## config.mk

```make
export PLATFORM = sky130hd
export DESIGN_NAME = gpio_bitmask_port
export DESIGN_NICKNAME = d
export VERILOG_FILES = /design/src/rtl/gpio_mask_pkg.sv /design/src/rtl/gpio_win_decode.sv /design/src/rtl/gpio_masked_reg.sv /design/src/rtl/gpio_in_sync.sv /design/src/rtl/gpio_bitmask_port.sv
export SDC_FILE = /design/constraint.sdc
export NUM_CORES = 1
export LEC_CHECK = 0
export ABC_AREA = 1
export BUFFER_PORTS_ARGS = -buffer_cell sky130_fd_sc_hd__buf_2
export CORE_ASPECT_RATIO = 0.7
export CORE_MARGIN = 5
export CORE_UTILIZATION = 37
export CTS_CLUSTER_SIZE = 8
export DETAILED_ROUTE_END_ITERATION = 7
export GPL_ROUTABILITY_DRIVEN = 0
export PLACE_DENSITY = 0.92
export RECOVER_POWER = 50
export SLEW_MARGIN = 10
export SYNTH_ARGS = -nofsm -noshare
export SYNTH_HDL_FRONTEND = slang
export SYNTH_HIERARCHICAL = 1
export SYNTH_SLANG_ARGS = --single-unit
export TNS_END_PERCENT = 20
```

## constraint.sdc

```tcl
create_clock -name clk -period 1.64 [get_ports clk]
set_clock_uncertainty 0.1 [all_clocks]
set_input_delay 0.328 -clock clk [delete_from_list [all_inputs] [get_ports clk]]
set_output_delay 0.328 -clock clk [all_outputs]
set_load 0.02 [all_outputs]
```

## src/rtl/gpio_mask_pkg.sv

```systemverilog
package gpio_mask_pkg;
  localparam int unsigned DEF_ADDR_W  = 32;
  localparam int unsigned DEF_DATA_W  = 32;
  localparam int unsigned DEF_PINS    = 8;
  localparam int unsigned DEF_WIN_LOG = 10;
  localparam int unsigned DEF_SYNC    = 2;
  localparam logic [31:0] DEF_BASE    = 32'h4000_5000;
endpackage

```

## src/rtl/gpio_win_decode.sv

```systemverilog
module gpio_win_decode #(
  parameter int unsigned ADDR_W  = gpio_mask_pkg::DEF_ADDR_W,
  parameter int unsigned PINS    = gpio_mask_pkg::DEF_PINS,
  parameter int unsigned WIN_LOG = gpio_mask_pkg::DEF_WIN_LOG,
  parameter logic [ADDR_W-1:0] BASE_ADDR = gpio_mask_pkg::DEF_BASE
) (
  input  logic [ADDR_W-1:0] addr,
  input  logic              wr_en,
  input  logic              rd_en,
  output logic              hit,
  output logic [PINS-1:0]   mask,
  output logic              wr_go,
  output logic              rd_go
);
  localparam int unsigned MASK_LSB = WIN_LOG - PINS;

  // window match on the bits above the 1 KB window
  assign hit   = (addr[ADDR_W-1:WIN_LOG] == BASE_ADDR[ADDR_W-1:WIN_LOG]);
  // the offset bits above the byte lanes form the pin mask
  assign mask  = addr[WIN_LOG-1:MASK_LSB];
  assign wr_go = wr_en && hit;
  assign rd_go = rd_en && hit;
endmodule

```

## src/rtl/gpio_masked_reg.sv

```systemverilog
module gpio_masked_reg #(
  parameter int unsigned PINS = gpio_mask_pkg::DEF_PINS
) (
  input  logic            clk,
  input  logic            rst_n,
  input  logic            wr_go,
  input  logic [PINS-1:0] mask,
  input  logic [PINS-1:0] wdata,
  output logic [PINS-1:0] q
);
  // per-bit update: each bit has its own enable taken from the mask
  for (genvar i = 0; i < PINS; i++) begin : g_bit
    always_ff @(posedge clk or negedge rst_n) begin
      if (!rst_n)                q[i] <= 1'b0;
      else if (wr_go && mask[i]) q[i] <= wdata[i];
    end
  end

  AST_UNMASKED_HOLD: assert property (@(posedge clk) disable iff (!rst_n)
    wr_go |=> ((q ^ $past(q)) & ~$past(mask)) == '0);
  AST_MASKED_LOAD: assert property (@(posedge clk) disable iff (!rst_n)
    wr_go |=> ((q ^ $past(wdata)) & $past(mask)) == '0);
  AST_ZERO_MASK_HOLD: assert property (@(posedge clk) disable iff (!rst_n)
    (wr_go && mask == '0) |=> $stable(q));
  AST_IDLE_HOLD: assert property (@(posedge clk) disable iff (!rst_n)
    !wr_go |=> $stable(q));
endmodule

```

## src/rtl/gpio_in_sync.sv

```systemverilog
module gpio_in_sync #(
  parameter int unsigned PINS   = gpio_mask_pkg::DEF_PINS,
  parameter int unsigned STAGES = gpio_mask_pkg::DEF_SYNC
) (
  input  logic            clk,
  input  logic            rst_n,
  input  logic [PINS-1:0] din,
  output logic [PINS-1:0] dout
);
  logic [PINS-1:0] stg [STAGES];

  for (genvar s = 0; s < STAGES; s++) begin : g_stage
    if (s == 0) begin : g_first
      always_ff @(posedge clk or negedge rst_n) begin
        if (!rst_n) stg[s] <= '0;
        else        stg[s] <= din;
      end
    end else begin : g_next
      always_ff @(posedge clk or negedge rst_n) begin
        if (!rst_n) stg[s] <= '0;
        else        stg[s] <= stg[s-1];
      end
    end
  end

  assign dout = stg[STAGES-1];
endmodule

```

## src/rtl/gpio_bitmask_port.sv

```systemverilog
module gpio_bitmask_port #(
  parameter int unsigned ADDR_W  = gpio_mask_pkg::DEF_ADDR_W,
  parameter int unsigned DATA_W  = gpio_mask_pkg::DEF_DATA_W,
  parameter int unsigned PINS    = gpio_mask_pkg::DEF_PINS,
  parameter int unsigned WIN_LOG = gpio_mask_pkg::DEF_WIN_LOG,
  parameter int unsigned SYNC    = gpio_mask_pkg::DEF_SYNC,
  parameter logic [ADDR_W-1:0] BASE_ADDR = gpio_mask_pkg::DEF_BASE
) (
  input  logic              clk,
  input  logic              rst_n,
  input  logic [ADDR_W-1:0] addr,
  input  logic              wr_en,
  input  logic [DATA_W-1:0] wr_data,
  input  logic              rd_en,
  output logic [DATA_W-1:0] rd_data,
  output logic [PINS-1:0]   pin_out,
  input  logic [PINS-1:0]   pin_in
);
  localparam int unsigned MASK_LSB = WIN_LOG - PINS;
  localparam int unsigned PAD_W    = DATA_W - PINS;

  logic            hit, wr_go, rd_go;
  logic [PINS-1:0] mask;
  logic [PINS-1:0] pins_q;

  gpio_win_decode #(
    .ADDR_W(ADDR_W), .PINS(PINS), .WIN_LOG(WIN_LOG), .BASE_ADDR(BASE_ADDR)
  ) u_dec (
    .addr(addr), .wr_en(wr_en), .rd_en(rd_en),
    .hit(hit), .mask(mask), .wr_go(wr_go), .rd_go(rd_go)
  );

  gpio_masked_reg #(.PINS(PINS)) u_reg (
    .clk(clk), .rst_n(rst_n), .wr_go(wr_go), .mask(mask),
    .wdata(wr_data[PINS-1:0]), .q(pin_out)
  );

  gpio_in_sync #(.PINS(PINS), .STAGES(SYNC)) u_sync (
    .clk(clk), .rst_n(rst_n), .din(pin_in), .dout(pins_q)
  );

  // masked read: unselected bits and the upper lanes read as zero
  always_comb begin
    rd_data = '0;
    if (rd_go) rd_data = {{PAD_W{1'b0}}, pins_q & mask};
  end

  AST_MISS_NO_WRITE: assert property (@(posedge clk) disable iff (!rst_n)
    (wr_en && !hit) |=> $stable(pin_out));
  AST_RD_UPPER_ZERO: assert property (@(posedge clk) disable iff (!rst_n)
    rd_data[DATA_W-1:PINS] == '0);
  AST_RD_UNMASKED_ZERO: assert property (@(posedge clk) disable iff (!rst_n)
    (rd_data[PINS-1:0] & ~addr[WIN_LOG-1:MASK_LSB]) == '0);
  AST_RD_IDLE_ZERO: assert property (@(posedge clk) disable iff (!rst_n)
    !rd_en |-> rd_data == '0);
endmodule

```

# Yosys cells after proc, flatten, opt, wreduce, memory -nomap -nowiden
# Cells that the tools add are included.
[classes]
muxes = 1
n_eq_ne = 1
n_reduce_logical = 10
n_bitwise = 1
[op_table]
columns = ["cell", "n"]
rows = [
  ["22-bit by 21-bit equality test with 1-bit output (second input constant)", 1],
  ["1-bit logical AND", 10],
  ["8-bit AND", 1],
  ["8-bit 2-to-1 mux", 1],
]
[word_totals]
wordCells = 23
ff_bits = 24
in_bits = 76

# Logic depth before layout (Yosys ltp)
[depth]
ltp_word = 3
depth_mapped = 11
mapped_depth_nobuf = 9

# By module
# Netlist, hierarchy kept.
[modules_own_cells]
columns = ["module", "area_each_um2", "n_inst", "cells_per_inst", "seq_area_each_um2"]
rows = [
  ["gpio_in_sync", 460.4, 1, 24, 400.4],
  ["gpio_masked_reg", 381.6, 1, 42, 200.2],
  ["gpio_bitmask_port", 247.7, 1, 42, 0.0],
  ["gpio_win_decode", 168.9, 1, 36, 0.0],
]

# Least setup slack after synthesis
# OpenSTA, ideal clock, no wires.
[synth_timing]
kind = "in2out"
from = "input addr[11]"
to = "output rd_data[0]"
slack_ns = -0.015
cell_stages = 6
arrival_time_ns = 1.227
cell_sequence = "or2_0 -> nor2_1 -> nand3_1 -> nor2_1 -> inv_2 -> nor2_1"
[synth_via]
elab_chain_len = 3
[synth_lines]
columns = ["item", "line_no", "source"]
rows = [
  ["start: declaration", "gpio_bitmask_port.sv:11", "input logic [ADDR_W-1:0] addr,"],
  ["22-bit by 21-bit equality test with 1-bit output", "gpio_win_decode.sv:18", "assign hit = (addr[ADDR_W-1:WIN_LOG] == BASE_ADDR[ADDR_W-1:WIN_LOG]);"],
  ["1-bit logical AND", "gpio_win_decode.sv:22", "assign rd_go = rd_en && hit;"],
  ["named net rd_go", "gpio_bitmask_port.sv:22", "logic hit, wr_go, rd_go;"],
  ["8-bit 2-to-1 mux", "gpio_bitmask_port.sv:45", "if (rd_go) rd_data = {{PAD_W{1'b0}}, pins_q & mask};"],
  ["end: declaration", "gpio_bitmask_port.sv:15", "output logic [DATA_W-1:0] rd_data,"],
]
# The timed path passes the listed nets, and every way through them passes these cells.

# Worst setup path after layout
[layout_timing]
from = "input addr[10]"
to = "output rd_data[3]"
# The elaborated chain is that of the path after synthesis.

==> flow_metrics.env <==
export IMPL_hold_slack_ns=0.0681
export IMPL_maxCapViolations=0
export IMPL_track_usage_pct=10.2
export IMPL_wl_met3_um=220
export IMPL_drtIter0Drc=30
export IMPL_p_seq_share_pct=48.2
export IMPL_start_util_pct=39.1
export IMPL_crit_type="in2out"
export IMPL_finalWirelength_um=2590
export IMPL_top_layer="met3"
export IMPL_num_rows=17
export IMPL_comb_power_share_pct=12.1
export IMPL_area_growth_pct=26.1
export IMPL_syn_instance_count=143
export IMPL_fin_cells=242
export IMPL_p_int_uw=997
export IMPL_grt_overflow=0
export IMPL_wirelength_met1_um=909
export IMPL_relSlewSlack_pct=61.9
export IMPL_port_buffers=65
export IMPL_grt_pass1_wl_um=3570
export IMPL_setup_tns_ns=-0.807
export IMPL_crit_path_start_kind="input port"
export IMPL_vias_per_cell=3.73
export IMPL_timing_final_ws_setup_ns=-0.146
export IMPL_period_share_pct=109
export IMPL_dpl_hpwl_um=2040
export IMPL_fin_area_sq_um=1580
export IMPL_clk_latency_ns=0.26
export IMPL_violations="setup timing"
export IMPL_placed_area_sq_um=1400
export IMPL_fp_dieH_um=58.7
export IMPL_finalSetupViolations=8
export IMPL_path_common_cell="nor2_1"
export IMPL_rsz0062_at_grt="yes"
export IMPL_cp_required_ns=1.21
export IMPL_cp_cell_sequence="buf_6 > or2_0 > nor2_1 > nand3_1 > nor2_1 > inv_2 > nor2_1 > buf_4"
export IMPL_dp_cells=237
export IMPL_detailroute_via_count=902
export IMPL_htreeDepth=1
export IMPL_powerDensity_nw_per_um2=808
export IMPL_wl_met2_um=1460
export IMPL_grt_pass1_vias=815
export IMPL_hold_path_class="in2reg"
export IMPL_worst_setup_path_end_kind="primary output"
export IMPL_drt_pass1_iterations=4
export IMPL_p_sw_share_pct=22.0
export IMPL_routedWlPerCell_um=10.7
export IMPL_cts_max_path_buffers=2
export IMPL_cp_max_fo=8
export IMPL_cts_tree="built"
export IMPL_critical_path_max_stage_delay_ns=0.20
export IMPL_p_leak_uw=0.000872
export IMPL_power_frac_clock_pct=39.7
export IMPL_diodes=0
export IMPL_fmax_mhz=560
export IMPL_cpMaxStageDelayCell="or2_0"
export IMPL_cts_sinks=24
export IMPL_post_route_drc_count=0
export IMPL_pin_count=116
export IMPL_antenna_found_initial=0
export IMPL_status="complete, but fails checks"
export IMPL_postRouteAntennaNets=0
export IMPL_crit_arrival_ns=1.36
export IMPL_avgSynthCellArea_sq_um=8.78
export IMPL_power_switching_uw=281
export IMPL_chipWidth_um=79.6
export IMPL_grt_start_max_net_pins=25
export IMPL_cts_buffers=3
export IMPL_vdd_ir_drop_worst_v=0.000577
export IMPL_hold_viol=0
export IMPL_core_area_sq_um=3210
export IMPL_drive_above_1_share_pct=43.6
export IMPL_worst_pin_slew_ns=0.572
export IMPL_die_area_sq_um=4680
export IMPL_ys_warn_count=6
export IMPL_drv_slew=0
export IMPL_fin_nets=272
export IMPL_fin_crit_ns=1.79
export IMPL_cts_root_buf="clkbuf_8"
export IMPL_syn_area_sq_um=1250
export IMPL_utilization_pct=49.3
export IMPL_clk_pin_slew_ns=0.08
[cell type report]
type,instances,area (sq um)
clock buffer,3,41.3
clock inverter,1,30.0
fill,316,1630
inverter,6,22.5
multi-input combinational,94,414
sequential,24,601
tap,47,58.8
timing repair buffer,67,415
[sequential cells by signal, summed over array words and instances, names as in the netlist]
signal       count
u_sync/dout      8
u_sync/stg       8
u_reg/q          8
[power groups by stage]
stage | combinational, uW | clock [uW] | sequential, uW
6_report | 155 | 507 | 616
5_1_grt | 170 | 546 | 618
4_1_cts | 146 | 521 | 616
3_5_place_dp | 137 | 0 | 628
3_3_place_gp | 135 | 0 | 628
2_1_floorplan | 138 | 0 | 627
[worst max-delay path, delay by kind of cell]
kind	cells	cell delay, ns
buffers and inverters	3	0.36
and+or+nand+nor	5	0.66
[cells in the final DEF, fill, tap and decap left out, drive strengths merged]
cell / instances
dfrtp: 24
bufinv: 1
dlygate4sd3: 1
clkbuf: 4
nand2: 37
conb: 24
nand3: 9
inv: 6
buf: 65
nor2: 23
or2: 1
[metal layers]
metal / up-vias / track usage [%]
li1: 469 / -
met1: 402 / 11.1
met2: 31 / 18.2
met3: 0 / 4.89
met4: 0 / 2.21
met5: - / 0
[final timing paths]
path,start,slack (ns),endpoint,cells after the start
setup / recovery,addr[10],-0.15,rd_data[3],8
hold / removal,pin_in[4],0.07,u_sync/stg[12],1
setup reg to reg,u_reg/q[7],0.94,u_reg/q[7],2
hold reg to reg,u_sync/stg[10],0.25,u_sync/dout[2],0
max in group asynchronous,rst_n,0.57,u_sync/dout[1],2
min in group asynchronous,rst_n,0.48,u_reg/q[4],2
[repair_timing]
item | 4_1_cts | 5_1_grt
hold buffers | 1 | 0
resized for setup | 13 | 15
setup endpoints to repair | 8 | 8
hold endpoints to repair | 24 | 0
pin swaps | 17 | 8
setup buffers | 0 | 0
[through the flow]
step           total power (uW)  setup WS, ns
4_1_cts                    1280       -0.0811
5_1_grt                    1330        -0.231
3_5_place_dp                765        -0.136
3_3_place_gp                764        -0.108
2_1_floorplan               765       0.00881
6_report                   1280        -0.146
(Power assumes the default switching activity.)
